<file path="src/rtl/rstgen_pkg.sv">
package rstgen_pkg;

    typedef enum logic [1:0] {
        TMO_SEL0 = 2'd0,
        TMO_SEL1 = 2'd1,
        TMO_SEL2 = 2'd2,
        TMO_SEL3 = 2'd3
    } tmo_code_e;

    function automatic longint us_to_cyc(input longint us, input longint mhz);
        return us * mhz;
    endfunction

    function automatic longint ns_to_cyc_up(input longint ns, input longint mhz);
        return (ns * mhz + 64'sd999) / 64'sd1000;
    endfunction

    function automatic longint max4(input longint a, input longint b,
                                    input longint c, input longint d);
        longint m;
        m = a;
        if (b > m) m = b;
        if (c > m) m = c;
        if (d > m) m = d;
        return m;
    endfunction

endpackage

</file>
<file path="src/rtl/rstgen_sync.sv">
module rstgen_sync (
    input  logic clk,
    input  logic clr,
    input  logic din,
    output logic dout
);
    typedef struct packed {
        logic s1;
        logic s2;
    } sync_t;

    sync_t sync_d, sync_q;

    always_comb begin
        sync_d    = sync_q;
        sync_d.s1 = din;
        sync_d.s2 = sync_q.s1;
    end

    always_ff @(posedge clk) begin
        if (clr) sync_q <= '{s1: 1'b1, s2: 1'b1};
        else     sync_q <= sync_d;
    end

    assign dout = sync_q.s2;
endmodule

</file>
<file path="src/rtl/rstgen_mr_filter.sv">
module rstgen_mr_filter #(
    parameter int unsigned G_CYC = 25
) (
    input  logic clk,
    input  logic clr,
    input  logic mr_sync_n,
    output logic mr_act
);
    localparam int unsigned CW = $clog2(G_CYC + 1);
    localparam logic [CW-1:0] G_TOP = CW'(G_CYC);

    typedef struct packed {
        logic [CW-1:0] cnt;
    } filt_t;

    filt_t filt_d, filt_q;

    always_comb begin
        filt_d = filt_q;
        if (mr_sync_n)               filt_d.cnt = '0;
        else if (filt_q.cnt != G_TOP) filt_d.cnt = filt_q.cnt + 1'b1;
    end

    always_ff @(posedge clk) begin
        if (clr) filt_q <= '{cnt: '0};
        else     filt_q <= filt_d;
    end

    assign mr_act = (filt_q.cnt == G_TOP);

    // a single high sample drops the qualified low on the next edge
    p_high_clears_r6: assert property (@(posedge clk) disable iff (clr)
        mr_sync_n |=> !mr_act);

    // the counter saturates and never passes the reject count
    p_cnt_cap_r6: assert property (@(posedge clk) disable iff (clr)
        filt_q.cnt <= G_TOP);
endmodule

</file>
<file path="src/rtl/rstgen_stretch.sv">
module rstgen_stretch
    import rstgen_pkg::*;
#(
    parameter int unsigned   CW   = 8,
    parameter logic [CW-1:0] LIM0 = CW'(10),
    parameter logic [CW-1:0] LIM1 = CW'(20),
    parameter logic [CW-1:0] LIM2 = CW'(30),
    parameter logic [CW-1:0] LIM3 = CW'(40)
) (
    input  logic       clk,
    input  logic       clr,
    input  logic       hold,
    input  tmo_code_e  code,
    output logic       rst_req
);
    typedef struct packed {
        logic          rst;
        logic          run;
        logic [CW-1:0] cnt;
        logic [CW-1:0] lim;
    } str_t;

    str_t str_d, str_q;
    logic [CW-1:0] lim_pick;

    always_comb begin
        unique case (code)
            TMO_SEL0: lim_pick = LIM0;
            TMO_SEL1: lim_pick = LIM1;
            TMO_SEL2: lim_pick = LIM2;
            default:  lim_pick = LIM3;
        endcase
    end

    always_comb begin
        str_d = str_q;
        if (hold) begin
            str_d.rst = 1'b1;
            str_d.run = 1'b0;
            str_d.cnt = '0;
        end else if (str_q.rst && !str_q.run) begin
            str_d.run = 1'b1;
            str_d.cnt = CW'(1);
            str_d.lim = lim_pick;
        end else if (str_q.run) begin
            if (str_q.cnt >= str_q.lim) begin
                str_d.rst = 1'b0;
                str_d.run = 1'b0;
                str_d.cnt = '0;
            end else begin
                str_d.cnt = str_q.cnt + 1'b1;
            end
        end
    end

    always_ff @(posedge clk) begin
        if (clr) str_q <= '{rst: 1'b1, run: 1'b0, cnt: '0, lim: LIM0};
        else     str_q <= str_d;
    end

    assign rst_req = str_q.rst;

    // an active cause asserts reset from the next edge
    p_hold_asserts_r3: assert property (@(posedge clk) disable iff (clr)
        hold |=> rst_req);

    // a release only follows a cycle with no active cause
    p_fall_after_quiet_r4: assert property (@(posedge clk) disable iff (clr)
        $fell(rst_req) |-> $past(!hold));

    // the stored limit is frozen while a count runs
    p_lim_frozen_r9: assert property (@(posedge clk) disable iff (clr)
        (str_q.run && $past(str_q.run)) |-> $stable(str_q.lim));
endmodule

</file>
<file path="src/rtl/rstgen_top.sv">
module rstgen_top
    import rstgen_pkg::*;
#(
    parameter int unsigned CLK_MHZ     = 250,
    parameter int unsigned GLITCH_NS   = 100,
    parameter int unsigned MINPULSE_NS = 1000,
    parameter int unsigned TMO0_US     = 1500,
    parameter int unsigned TMO1_US     = 30000,
    parameter int unsigned TMO2_US     = 210000,
    parameter int unsigned TMO3_US     = 1680000
) (
    input  logic       clk,
    input  logic       por_clr,
    input  logic       uv_flag,
    input  logic       mr_n,
    input  logic [1:0] tmo_sel,
    output logic       rst_oe,
    output logic       rst_dat
);
    localparam longint L0 = us_to_cyc(longint'(TMO0_US), longint'(CLK_MHZ));
    localparam longint L1 = us_to_cyc(longint'(TMO1_US), longint'(CLK_MHZ));
    localparam longint L2 = us_to_cyc(longint'(TMO2_US), longint'(CLK_MHZ));
    localparam longint L3 = us_to_cyc(longint'(TMO3_US), longint'(CLK_MHZ));
    localparam longint LMAX = max4(L0, L1, L2, L3);
    localparam int unsigned CW = $clog2(LMAX + 1);
    localparam int unsigned G_CYC =
        int'(ns_to_cyc_up(longint'(GLITCH_NS), longint'(CLK_MHZ)));
    localparam int unsigned MIN_CYC =
        int'(ns_to_cyc_up(longint'(MINPULSE_NS), longint'(CLK_MHZ)));

    typedef struct packed {
        logic mr_sync_n;
        logic mr_act;
        logic hold;
        logic rst_req;
    } top_sig_t;

    top_sig_t sig;

    initial begin
        if (G_CYC < 1 || G_CYC + 2 > MIN_CYC)
            $error("glitch count must be at least 1 and leave room for the minimum pulse");
    end

    rstgen_sync u_sync (
        .clk  (clk),
        .clr  (por_clr),
        .din  (mr_n),
        .dout (sig.mr_sync_n)
    );

    rstgen_mr_filter #(.G_CYC(G_CYC)) u_filt (
        .clk       (clk),
        .clr       (por_clr),
        .mr_sync_n (sig.mr_sync_n),
        .mr_act    (sig.mr_act)
    );

    assign sig.hold = uv_flag | sig.mr_act;

    rstgen_stretch #(
        .CW   (CW),
        .LIM0 (CW'(L0)),
        .LIM1 (CW'(L1)),
        .LIM2 (CW'(L2)),
        .LIM3 (CW'(L3))
    ) u_str (
        .clk     (clk),
        .clr     (por_clr),
        .hold    (sig.hold),
        .code    (tmo_code_e'(tmo_sel)),
        .rst_req (sig.rst_req)
    );

    assign rst_oe  = sig.rst_req;
    assign rst_dat = 1'b0;
endmodule

</file>
<file path="config.mk">
export PLATFORM = sky130hd
export DESIGN_NAME = rstgen_top
export DESIGN_NICKNAME = d
export VERILOG_FILES = /design/src/rtl/rstgen_pkg.sv /design/src/rtl/rstgen_sync.sv /design/src/rtl/rstgen_mr_filter.sv /design/src/rtl/rstgen_stretch.sv /design/src/rtl/rstgen_top.sv
export SDC_FILE = /design/constraint.sdc
export NUM_CORES = 1
export LEC_CHECK = 0
export ABC_AREA = 1
export BUFFER_PORTS_ARGS = -buffer_cell sky130_fd_sc_hd__buf_2
export CAP_MARGIN = 40
export CORE_MARGIN = 3
export CORE_UTILIZATION = 40
export CTS_CLUSTER_DIAMETER = 150
export DETAILED_ROUTE_END_ITERATION = 8
export GPL_ROUTABILITY_DRIVEN = 1
export PLACE_DENSITY = 0.61
export SLEW_MARGIN = 10
export SYNTH_ARGS = -nofsm -noshare
export SYNTH_HDL_FRONTEND = slang
export SYNTH_SLANG_ARGS = --single-unit
</file>
<file path="constraint.sdc">
create_clock -name clk -period 2.1 [get_ports clk]
set_input_delay 0.42 -clock clk [delete_from_list [all_inputs] [get_ports clk]]
set_output_delay 0.42 -clock clk [all_outputs]
set_load 0.005 [all_outputs]
</file>
== After elaboration in Yosys (flattened, before gate mapping) ==
Index checks and enable logic that the tools add are counted.
Widths: inputs -> output; s select.
Storage, ports and cells
  output and inout port bits: 2
  word-level logic and storage cells: 32
  register bits: 67
Operators by class
  bitwise gates (word level): 3
  add/sub/neg operators: 2
  order comparisons: 1
  muxes and demuxes: 5
  reduce and logical (&&, ||, !) cells: 9
  equality and inequality tests: 4
Operator list (number)
  $pmux 29 s3: 1
  $mux 30: 2
  $add 29x1->29 const B: 1
  $ge 29x29->1: 1
  $mux 29: 1
  $add 5x1->5 const B: 1
  $eq 5x5->1 const B: 1
  $ne 5x5->1 const B: 1
  $reduce_or 2->1: 2
  $reduce_and 3->1: 1
  $reduce_or 3->1: 1
  $eq 2x1->1 const B: 1
  $eq 2x2->1 const B: 1
  $logic_not 2->1: 1
  $not 1->1: 2
  $reduce_and 2->1: 1
  $reduce_bool 2->1: 1
  $logic_and 1x1->1: 1
  $logic_not 1->1: 1
  $mux 1: 1
  $or 1x1->1: 1

== Depth between registers and ports, before layout ==
Gate-level depths: netlist of run 1.
  word-level depth: 4
  mapped depth: 14
  depth with buffers taken out: 13

== Hierarchy ==
From an unflattened synthesis of run 1, not the netlist that was laid out.
Unflattened totals
  cells, all modules: 400
  area total of the unflattened synthesis: 2996.6 µm²
By module, submodules not included
  rstgen_stretch: cells an instance 349, times used 1, area an instance 2627.5 µm²
  rstgen_mr_filter: cells an instance 39, times used 1, area an instance 287.8 µm²
  rstgen_sync: cells an instance 7, times used 1, area an instance 58.8 µm²
  rstgen_top: cells an instance 5, times used 1, area an instance 22.5 µm²

== Worst setup path after synthesis of run 1 ==
No wires, ideal clock.
  path kind: flip-flop to flip-flop
  start: reg u_str.str_q[27] (netlist bit)
  end: reg u_str.str_q[33] (netlist bit)
  slack: 0.334 ns
  stages on the path, launching flop included: 15
  required time: 1.979 ns
  arrival: 1.645 ns
  path buffers: 1
  period minus slack after synthesis: 1.766 ns
  cells stage by stage: dfxtp_1 inv_1 ha_1 nand2_2 inv_1 nand2_1 nor2_2 nand2_1 nor2_2 nand2_2 nand2_2 nand2_4 nand2_4 buf_12 nor2_4
Between the ends
  cells in the longest elaborated chain, start to end: 2
Ends and longest elaborated chain
  start: declaration: line rstgen_stretch.sv:23  | str_t str_d, str_q;
  start signal: assignment: line rstgen_stretch.sv:57  | if (clr) str_q <= '{rst: 1'b1, run: 1'b0, cnt: '0, lim: LIM0};
  start signal: assignment: line rstgen_stretch.sv:58  | else str_q <= str_d;
  $ge 29x29->1: line rstgen_stretch.sv:46  | if (str_q.cnt >= str_q.lim) begin
  $mux 29: line rstgen_stretch.sv:46
Every way passes these cells.
A chain may end at the register's enable or synchronous reset.

== Worst setup path after layout of run 1 ==
  start: reg u_str.str_q[22] (netlist bit)
  end: reg u_str.str_q[48] (netlist bit)
The elaborated chain is that of the path after synthesis.

==> flow_metrics.py, run 1 <==
metrics = {
    "worst_setup_path": {
        "path_max_fanout": 8,
        "crit_required_ns": 2.31,
        "r2r-start": "u_str.str_q[22]$_SDFFE_PP0P_",
        "critPathMaxStageDelay_ns": 0.34,
        "critPathLaunchType": "flip-flop",
        "worst_path_most_repeated_cell": "nand2_2",
        "r2r_cells": 14,
        "crit_slowest_cell": "dfxtp_1",
        "crit_arrival_ns": 2.15,
        "crit_type": "reg2reg",
        "startpoint": "u_str.str_q[22]$_SDFFE_PP0P_",
        "path_cells": "inv_1 > ha_1 > nand2_1 > inv_1 > nand2_2 > nor2_4 > nand2_1 > nor2_2 > nand2_2 > nand2_2 > nand2_4 > nand2_4 > clkbuf_16 > nor2_2",
        "endpoint_kind": "flip-flop",
    },
    "pwr": {
        "pwr-share-clk": 0.394,
        "peakVddDrop_v": 0.000352,
        "switchingPower_w": 0.000458,
        "combPwrFrac": 0.086,
        "swShare": 0.254,
        "p_leak_nw": 1.48,
        "intPower_w": 0.00134,
        "power_density_nw_per_um2": 512,
        "p_seq_frac": 0.520,
    },
    "placed_design": {
        "post-dp-hpwl_um": 5250,
        "place.gp.congestion": 0.847,
        "portBuffers": 6,
    },
    "logic_synthesis": {
        "synth_top_area_frac": 0.304,
        "synth_top_area_cell": "dfxtp_1",
        "syn_inst": 414,
        "yosysMostFrequentCell": "nand2_1",
        "synth_cell_type_count": 41,
        "syn-num-nets": 452,
        "synthTopCellsByCount": "nand2_1 (92), inv_1 (53), dfxtp_1 (48), nor2_1 (36), ha_1 (32)",
        "yosysWarnings": 0,
        "synth_ff_type": "dfxtp_1",
        "synth-seq-cells": 48,
        "synth_edf_count": 0,
        "avgSynthCellArea_um2": 7.64,
        "synthArstFlopShare": 0,
        "ys_seq_area_frac": 0.304,
        "ys_top_cells_by_area": "dfxtp_1 (30%), ha_1 (13%), nand2_1 (11%)",
        "synth_area_um2": 3160,
    },
    "detailed_routing": {
        "first_iter_violations": 106,
        "vias": 2524,
        "routed_wl_um": 6660,
        "vias_per_cell": 4.74,
        "first_pass_iters": 4,
        "wire_per_inst_um": 12.5,
        "postRouteAntennaNets": 0,
        "drc": 0,
    },
    "sta": {
        "fmax_ghz": 0.516,
        "hold_viol": 0,
        "rsz0062_at_grt": "no",
        "setup_tns_ns": 0,
        "drv_slew": 0,
        "period_needed_ns": 1.94,
        "setup_viol": 0,
        "finalClockSkew_ns": 0.00748,
        "period_share": 0.924,
        "fin_worst_hold_slack_ns": 0.285,
    },
    "floorplanning": {
        "ios": 8,
        "die-area_um2": 9010,
        "die_x_um": 94.9,
        "die_y_um": 94.9,
        "rows": 31,
        "design.core.area_um2": 7450,
        "start_util": 0.425,
    },
    "clock_network": {
        "clock-sinks": 48,
        "cts_max_path_buffers": 2,
        "tritoncts": "yes",
        "cts_setup_buffers": 0,
        "postCtsHoldBufs": 0,
        "cts_buffers": 5,
        "clkTransAtPathRegs_ns": 0.10,
        "cts_resized": 0,
        "h-tree-depth": 2,
        "cts-root-buf": "clkbuf_8",
        "clk_latency_ns": 0.31,
    },
    "global_routing": {
        "grt_pass1_wl_um": 11200,
        "grt_overflow": 0,
        "grt_util_all_layers": 0.161,
        "antenna_found_initial": 0,
        "grt_max_degree": 17,
        "grt_pass1_vias": 2367,
    },
    "run": {
        "drv_cap": 0,
    },
    "finish": {
        "drive_above_1_share": 0.196,
        "diodes": 0,
        "area_growth_pct": 11.0,
        "nets": 470,
    },
    "hold_path": {
        "whs_path_depth": 2,
        "worstHoldStart": "mr_n",
        "hp-class": "in2reg",
    },
    "outcome": {
        "status": "finished, final reports clean",
    },
}
logic make-up after synthesis:
kind of cell | count (synthesis) | share of synthesized area
simple gates | 218 | 0.369
buf+inv | 62 | 0.0838
flops | 48 | 0.304
fa+ha+maj | 32 | 0.127
compound gates | 31 | 0.0554
xor+xnor | 22 | 0.0609
other cells | 1 | 0.00119
layer usage:
metal,global-route usage,vias to the layer above,share of wire
met3,0.0295,11,0.027
met4,0.0613,0,0.023
li1,-,1348,-
met1,0.225,1132,0.51
met2,0.246,33,0.45
met5,0,-,0
layout by cell type (no fill, tap or decap), types with 2 or more instances in the layout:
cell type and instances:
nand3_1 17, inv_1 52, or2_2 3, buf_4 7, nor2_4 18, nand4_1 9
nor2_1 34, nor3_2 2, a21oi_1 15, clkinv_4 2, inv_2 5, xor2_1 22
nor2_2 16, nand2_4 3, buf_12 2, dfxtp_1 48, nand3_2 2, ha_1 32
nand2_1 92, nand2_2 8, o21bai_1 2, o21ai_0 6, o22ai_1 2, clkbuf_8 5
buf_2 6, nor3_1 6
layout make-up:
type	count	area [um2]
Clock inverter	3	47.5
Tap cell	99	124
Clock buffer	5	68.8
Fill cell	770	3940
Inverter	57	214
Multi-Input combinational cell	304	1950
Sequential cell	48	961
Timing Repair Buffer	16	148
power groups by stage:
stage	clock network [W]	logic (W)	registers, W
floorplan	0	0.000109	0.000955
global placement	0	0.000145	0.000956
detailed placement	0	0.000147	0.000957
CTS	0.000731	0.000149	0.000935
global route	0.000774	0.000176	0.000938
finish	0.000709	0.000155	0.000936
sequential cells by signal, indices dropped and copies added (netlist names):
signal and cells:
u_str.str_q 40, u_sync.sync_d 1, u_filt.filt_q 5, u_str.rst_req 1
u_sync.dout 1
worst max-delay path: cells and delay by family (launching register included):
kind                     cells  cell delay, ns
AND/OR/NAND/NOR             10            0.83
adder cells (fa/ha/maj)      1            0.31
buffers and inverters        3            0.36
flip-flops                   1            0.34
path summary, 6_finish.rpt:
check                            endpoint  slack [ns]
max          u_str.str_q[48]$_SDFFE_PP0P_        0.16
min           u_sync.sync_d[0]$_SDFF_PP1_        0.29
max reg2reg  u_str.str_q[48]$_SDFFE_PP0P_        0.16
min reg2reg        u_sync.dout$_SDFF_PP1_        0.42
metrics by stage:
step | area [um2] | total power, W | setup WS [ns] | utilization | cells
after floorplan | 3160 | 0.00106 | 0.334 | - | 414
after global placement | 3360 | 0.00110 | 0.148 | 0.451 | 523
after detailed placement | 3360 | 0.00110 | 0.114 | 0.451 | 523
after CTS | 3480 | 0.00182 | 0.0876 | 0.467 | 531
after global routing | 3510 | 0.00189 | 0.0107 | 0.471 | 532
final | 3510 | 0.00180 | 0.161 | 0.471 | 532
(Power assumes the default switching activity.)
==> inputs of run 2 (changes only) <==
PLACE_DENSITY = 0.66   (was 0.61)
==> flow_metrics.py, run 2 (same netlist as run 1, synthesis figures left out) <==
metrics = {
    "pwr": {
        "swShare": 0.253,
        "power_density_nw_per_um2": 504,
        "p_seq_frac": 0.521,
        "peakVddDrop_v": 0.000352,
        "intPower_w": 0.00134,
        "p_leak_nw": 1.49,
        "report.power.total_w": 0.00180,
        "switchingPower_w": 0.000454,
        "pwr-share-clk": 0.391,
        "combPwrFrac": 0.088,
    },
    "floorplanning": {
        "die-area_um2": 9010,
        "rows": 31,
        "die_x_um": 94.9,
        "die_y_um": 94.9,
        "start_util": 0.425,
        "design.core.area_um2": 7450,
        "ios": 8,
    },
    "detailed_routing": {
        "vias": 2570,
        "postRouteAntennaNets": 0,
        "vias_per_cell": 4.82,
        "wire_per_inst_um": 12.8,
        "drc": 0,
        "first_iter_violations": 151,
        "routed_wl_um": 6810,
        "first_pass_iters": 4,
    },
    "finish": {
        "largest_reg_flops": 40,
        "drive_above_1_share": 0.207,
        "design_area_um2": 3560,
        "nets": 471,
        "layout_common_cells": "nand2_1 (91), inv_1 (51), dfxtp_1 (48)",
        "top_regs": "u_str.str_q: 40 flops, u_filt.filt_q: 5 flops",
        "fin_util": 0.478,
        "largest-register": "u_str.str_q",
        "diodes": 0,
        "area_growth_pct": 12.6,
        "num-fill-cells": 774,
        "layout_commonest_cell": "nand2_1",
    },
    "outcome": {
        "status": "finished, final reports clean",
    },
    "worst_setup_path": {
        "path_cells": "inv_2 > ha_1 > nand2_2 > inv_1 > nand2_1 > nor2_4 > nand3_1 > nand3_1 > nor2_4 > nand2_2 > nand2_4 > nand2_8 > clkbuf_16 > nor2_2",
        "r2r-start": "u_str.str_q[27]$_SDFFE_PP0P_",
        "crit_slowest_cell": "dfxtp_1",
        "endpoint_kind": "flip-flop",
        "cp_num_buf_inv": 3,
        "cp_top_family": "simple AND/OR/NAND/NOR gates",
        "crit_required_ns": 2.36,
        "crit_arrival_ns": 2.24,
        "critPathLaunchType": "flip-flop",
        "r2r-end": "u_str.str_q[48]$_SDFFE_PP0P_",
        "r2r_cells": 14,
        "r2r_setup_slack_ns": 0.12,
        "path_max_fanout": 8,
        "critPathMaxStageDelay_ns": 0.35,
        "crit_type": "reg2reg",
    },
    "run": {
        "drv_cap": 0,
    },
    "clock_network": {
        "cts_buffers": 5,
        "clock-sinks": 48,
        "clk_latency_ns": 0.31,
        "clkTransAtPathRegs_ns": 0.10,
        "cts-root-buf": "clkbuf_8",
        "h-tree-depth": 2,
        "tritoncts": "yes",
        "cts_max_path_buffers": 2,
    },
    "global_routing": {
        "top_usage_layer": "met2",
        "grt_use_met2": 0.254,
        "grt_util_all_layers": 0.161,
        "grt_max_degree": 18,
        "grt_pass1_vias": 2420,
        "grt_pass1_wl_um": 11300,
        "met1_usage": 0.217,
        "antenna_found_initial": 0,
        "grt_overflow": 0,
        "grtUsageMet3": 0.0279,
    },
    "sta": {
        "setup_viol": 0,
        "finalClockSkew_ns": 0.00796,
        "period_needed_ns": 1.98,
        "timing.final.ws_setup_ns": 0.119,
        "hold_viol": 0,
        "fmax_ghz": 0.505,
        "fin_worst_hold_slack_ns": 0.278,
        "period_share": 0.943,
        "drv_slew": 0,
    },
    "hold_path": {
        "min_to": "u_sync.sync_d[0]$_SDFF_PP1_",
        "hp-class": "in2reg",
        "whs_path_depth": 2,
        "worstHoldStart": "mr_n",
    },
    "placed_design": {
        "post-dp-hpwl_um": 5170,
        "place_ws_ns": 0.0499,
        "dpl_cell_area_um2": 3360,
        "portBuffers": 6,
        "place.gp.congestion": 0.836,
    },
}
run 2: cell count changes in the layout (fill, tap and decap cells not counted), sizes merged:
| cell | previous run | this run |
|---|---|---|
| buf | 15 | 16 |
| clkinv | 2 | 0 |
| inv | 57 | 58 |
| clkinvlp | 0 | 1 |
run 2: timing repair:
item,CTS,global route
hold buffers,0,0
gates resized for setup,0,9
endpoints found under the setup margin,0,25
setup buffers,0,1
run 2: worst max-delay path by stage:
stage	cells after the start	slack, ns	start	end
2_1_floorplan	14	0.33	u_str.str_q[27]$_SDFFE_PP0P_	u_str.str_q[33]$_SDFFE_PP0P_
3_3_place_gp	14	0.1	u_str.str_q[27]$_SDFFE_PP0P_	u_str.str_q[51]$_SDFFE_PP0P_
3_5_place_dp	14	0.05	u_str.str_q[27]$_SDFFE_PP0P_	u_str.str_q[50]$_SDFFE_PP0P_
4_1_cts	14	0.02	u_str.str_q[27]$_SDFFE_PP0P_	u_str.str_q[51]$_SDFFE_PP0P_
5_1_grt	14	-0.02	u_str.str_q[25]$_SDFFE_PP0P_	u_str.str_q[48]$_SDFFE_PP0P_
6_report	14	0.12	u_str.str_q[27]$_SDFFE_PP0P_	u_str.str_q[48]$_SDFFE_PP0P_
run 2: final cells by class:
class / count / area (um2) / area share
tap: 99 / 124 / 0.0348
inverter: 57 / 214 / 0.0600
timing repair buffer: 17 / 155 / 0.0435
clock inverter: 3 / 46.3 / 0.0130
sequential: 48 / 961 / 0.270
clock buffer: 5 / 68.8 / 0.0193
multi-input combinational: 304 / 1990 / 0.560
run 2: routing by layer:
layer | part of all wire | wire (um)
met2 | 0.45 | 3100
met4 | 0.024 | 166
met1 | 0.49 | 3310
met5 | 0 | 0
met3 | 0.033 | 228
run 2: through the flow:
| step | std cells | setup TNS (ns) |
|---|---|---|
| 6_report | 533 | 0 |
| 5_1_grt | 533 | -0.186 |
| 4_1_cts | 531 | 0 |
| 3_5_place_dp | 523 | 0 |
| 3_3_place_gp | 523 | 0 |
| 2_1_floorplan | 414 | 0 |
run 2: power groups by stage:
stage | Clock [W] | Combinational, W | Sequential, W
finish | 0.000703 | 0.000158 | 0.000935
global placement | 0 | 0.000142 | 0.000956
floorplan | 0 | 0.000109 | 0.000955
detailed placement | 0 | 0.000145 | 0.000956
CTS | 0.000719 | 0.000147 | 0.000935
global route | 0.000753 | 0.000180 | 0.000937
==> inputs of run 3 (changes only) <==
CELL_PAD_IN_SITES_DETAIL_PLACEMENT = 1   (was unset)
CELL_PAD_IN_SITES_GLOBAL_PLACEMENT = 1   (was unset)
PLACE_DENSITY = 0.81   (was 0.66)
clock period = 1.9 ns   (was 2.1 ns; I/O delays follow)
==> flow_metrics.py, run 3 (same netlist as run 1, synthesis figures left out) <==
metrics = {
    "outcome": {
        "status": "complete, but fails checks",
        "violations": "setup timing",
    },
    "floorplanning": {
        "die-area_um2": 9010,
        "design.core.area_um2": 7450,
        "rows": 31,
        "die_y_um": 94.9,
        "start_util": 0.425,
        "ios": 8,
        "die_x_um": 94.9,
    },
    "finish": {
        "drive_above_1_share": 0.304,
        "layout_common_cells": "nand2_1 (88), inv_1 (47), dfxtp_1 (41)",
        "top_regs": "u_str.str_q: 40 flops, u_filt.filt_q: 5 flops",
        "largest-register": "u_str.str_q",
        "area_growth_pct": 24.6,
        "seq_area_um2": 970,
        "diodes": 0,
        "multi_input_area_um2": 2170,
        "layout_commonest_cell": "nand2_1",
        "nets": 491,
        "num-fill-cells": 944,
        "largest_reg_flops": 40,
    },
    "detailed_routing": {
        "first_iter_violations": 104,
        "drt-met1-wl_um": 4120,
        "routed_wl_um": 9680,
        "first_pass_iters": 4,
        "wire_per_inst_um": 17.5,
        "vias_per_cell": 5.24,
        "drc": 0,
        "postRouteAntennaNets": 0,
        "vias": 2899,
        "wl_met3_um": 343,
        "top_layer": "met4",
        "met2_length_um": 4900,
    },
    "clock_network": {
        "tritoncts": "yes",
        "cts_buffers": 5,
        "clk_latency_ns": 0.32,
        "cts-root-buf": "clkbuf_8",
        "postCtsHoldBufs": 0,
        "h-tree-depth": 2,
        "cts_max_path_buffers": 2,
        "clock-sinks": 48,
        "clkTransAtPathRegs_ns": 0.10,
    },
    "worst_setup_path": {
        "crit_required_ns": 2.11,
        "crit_arrival_ns": 2.18,
        "crit_slowest_cell": "dfxtp_2",
        "worst_path_most_repeated_cell": "nand2_2",
        "endpoint_kind": "flip-flop",
        "path_cells": "inv_6 > ha_4 > nand2_2 > nor2_1 > nand2_1 > nor2_1 > nand2_1 > nand2_2 > nor2_4 > nand2_2 > nand2_4 > nand2_8 > buf_16 > nor2_4",
        "critPathLaunchType": "flip-flop",
        "path_max_fanout": 8,
        "crit_type": "reg2reg",
        "critPathMaxStageDelay_ns": 0.38,
    },
    "placed_design": {
        "place_ws_ns": -0.0629,
        "place.gp.congestion": 0.856,
        "portBuffers": 6,
        "post-dp-hpwl_um": 6400,
    },
    "sta": {
        "finalClockSkew_ns": 0.00324,
        "fin_worst_hold_slack_ns": 0.237,
        "timing.final.ws_setup_ns": -0.0708,
        "period_share": 1.04,
        "rsz0062_at_grt": "yes",
        "setup_viol": 27,
        "fmax_ghz": 0.507,
        "drv_slew": 0,
        "hold_viol": 0,
        "period_needed_ns": 1.97,
        "setup_tns_ns": -1.44,
    },
    "global_routing": {
        "grt_util_all_layers": 0.222,
        "antenna_found_initial": 0,
        "grt_max_degree": 17,
        "grt_pass1_wl_um": 15100,
        "grt_overflow": 0,
        "grt_pass1_vias": 3075,
    },
    "pwr": {
        "p_leak_nw": 1.65,
        "power_density_nw_per_um2": 524,
        "report.power.total_w": 0.00207,
        "peakVddDrop_v": 0.000266,
    },
    "hold_path": {
        "hp-class": "in2reg",
    },
    "run": {
        "drv_cap": 0,
    },
}
[run 3: final timing paths]
kind                            slack [ns]                          from                      endpoint  cells past startpoint
worst min register to register        0.43   u_sync.sync_d[0]$_SDFF_PP1_        u_sync.dout$_SDFF_PP1_                      1
worst max register to register       -0.07  u_str.str_q[27]$_SDFFE_PP0P_  u_str.str_q[42]$_SDFFE_PP0P_                     14
worst min-delay path                  0.24                          mr_n   u_sync.sync_d[0]$_SDFF_PP1_                      2
worst max-delay path                 -0.07  u_str.str_q[27]$_SDFFE_PP0P_  u_str.str_q[42]$_SDFFE_PP0P_                     14
[run 3: through the flow]
stage          std cells  utilization  cell area [um2]
2_1_floorplan        414            -             3160
4_1_cts              549        0.503             3750
5_1_grt              553        0.530             3940
6_report             553        0.530             3940
3_3_place_gp         538        0.466             3470
3_5_place_dp         538        0.466             3470
[run 3: final cells by class]
| class | count | area share |
|---|---|---|
| multi-input combinational | 304 | 0.549 |
| sequential | 48 | 0.246 |
| timing repair buffer | 37 | 0.0876 |
| inverter | 57 | 0.0562 |
| tap | 99 | 0.0314 |
| clock buffer | 5 | 0.0174 |
| clock inverter | 3 | 0.0121 |
[run 3: per-layer routing]
metal	vias up	track usage
li1	1387	-
met1	1421	0.262
met5	-	0
met4	0	0.112
met2	64	0.376
met3	27	0.0510
[run 3: repair_timing]
item,CTS,global route
buffers inserted,1,3
gates resized for setup,23,27
endpoints found under the setup margin,28,30
pin swaps,5,9
gates cloned,2,1
[run 3: critical path, delay by kind of cell (launching register included)]
family | cells | cell delay (ns)
and+or+nand+nor | 11 | 0.95
adders and majority gates | 1 | 0.28
DFF | 1 | 0.38
buffers and inverters | 2 | 0.23
[run 3: power by group]
group          leakage [nW]  internal (W)  switching, W
Sequential            0.392       0.00103     0.0000113
Combinational          1.20     0.0000832      0.000141
Clock                0.0583      0.000398      0.000409
Total                  1.65       0.00151      0.000561
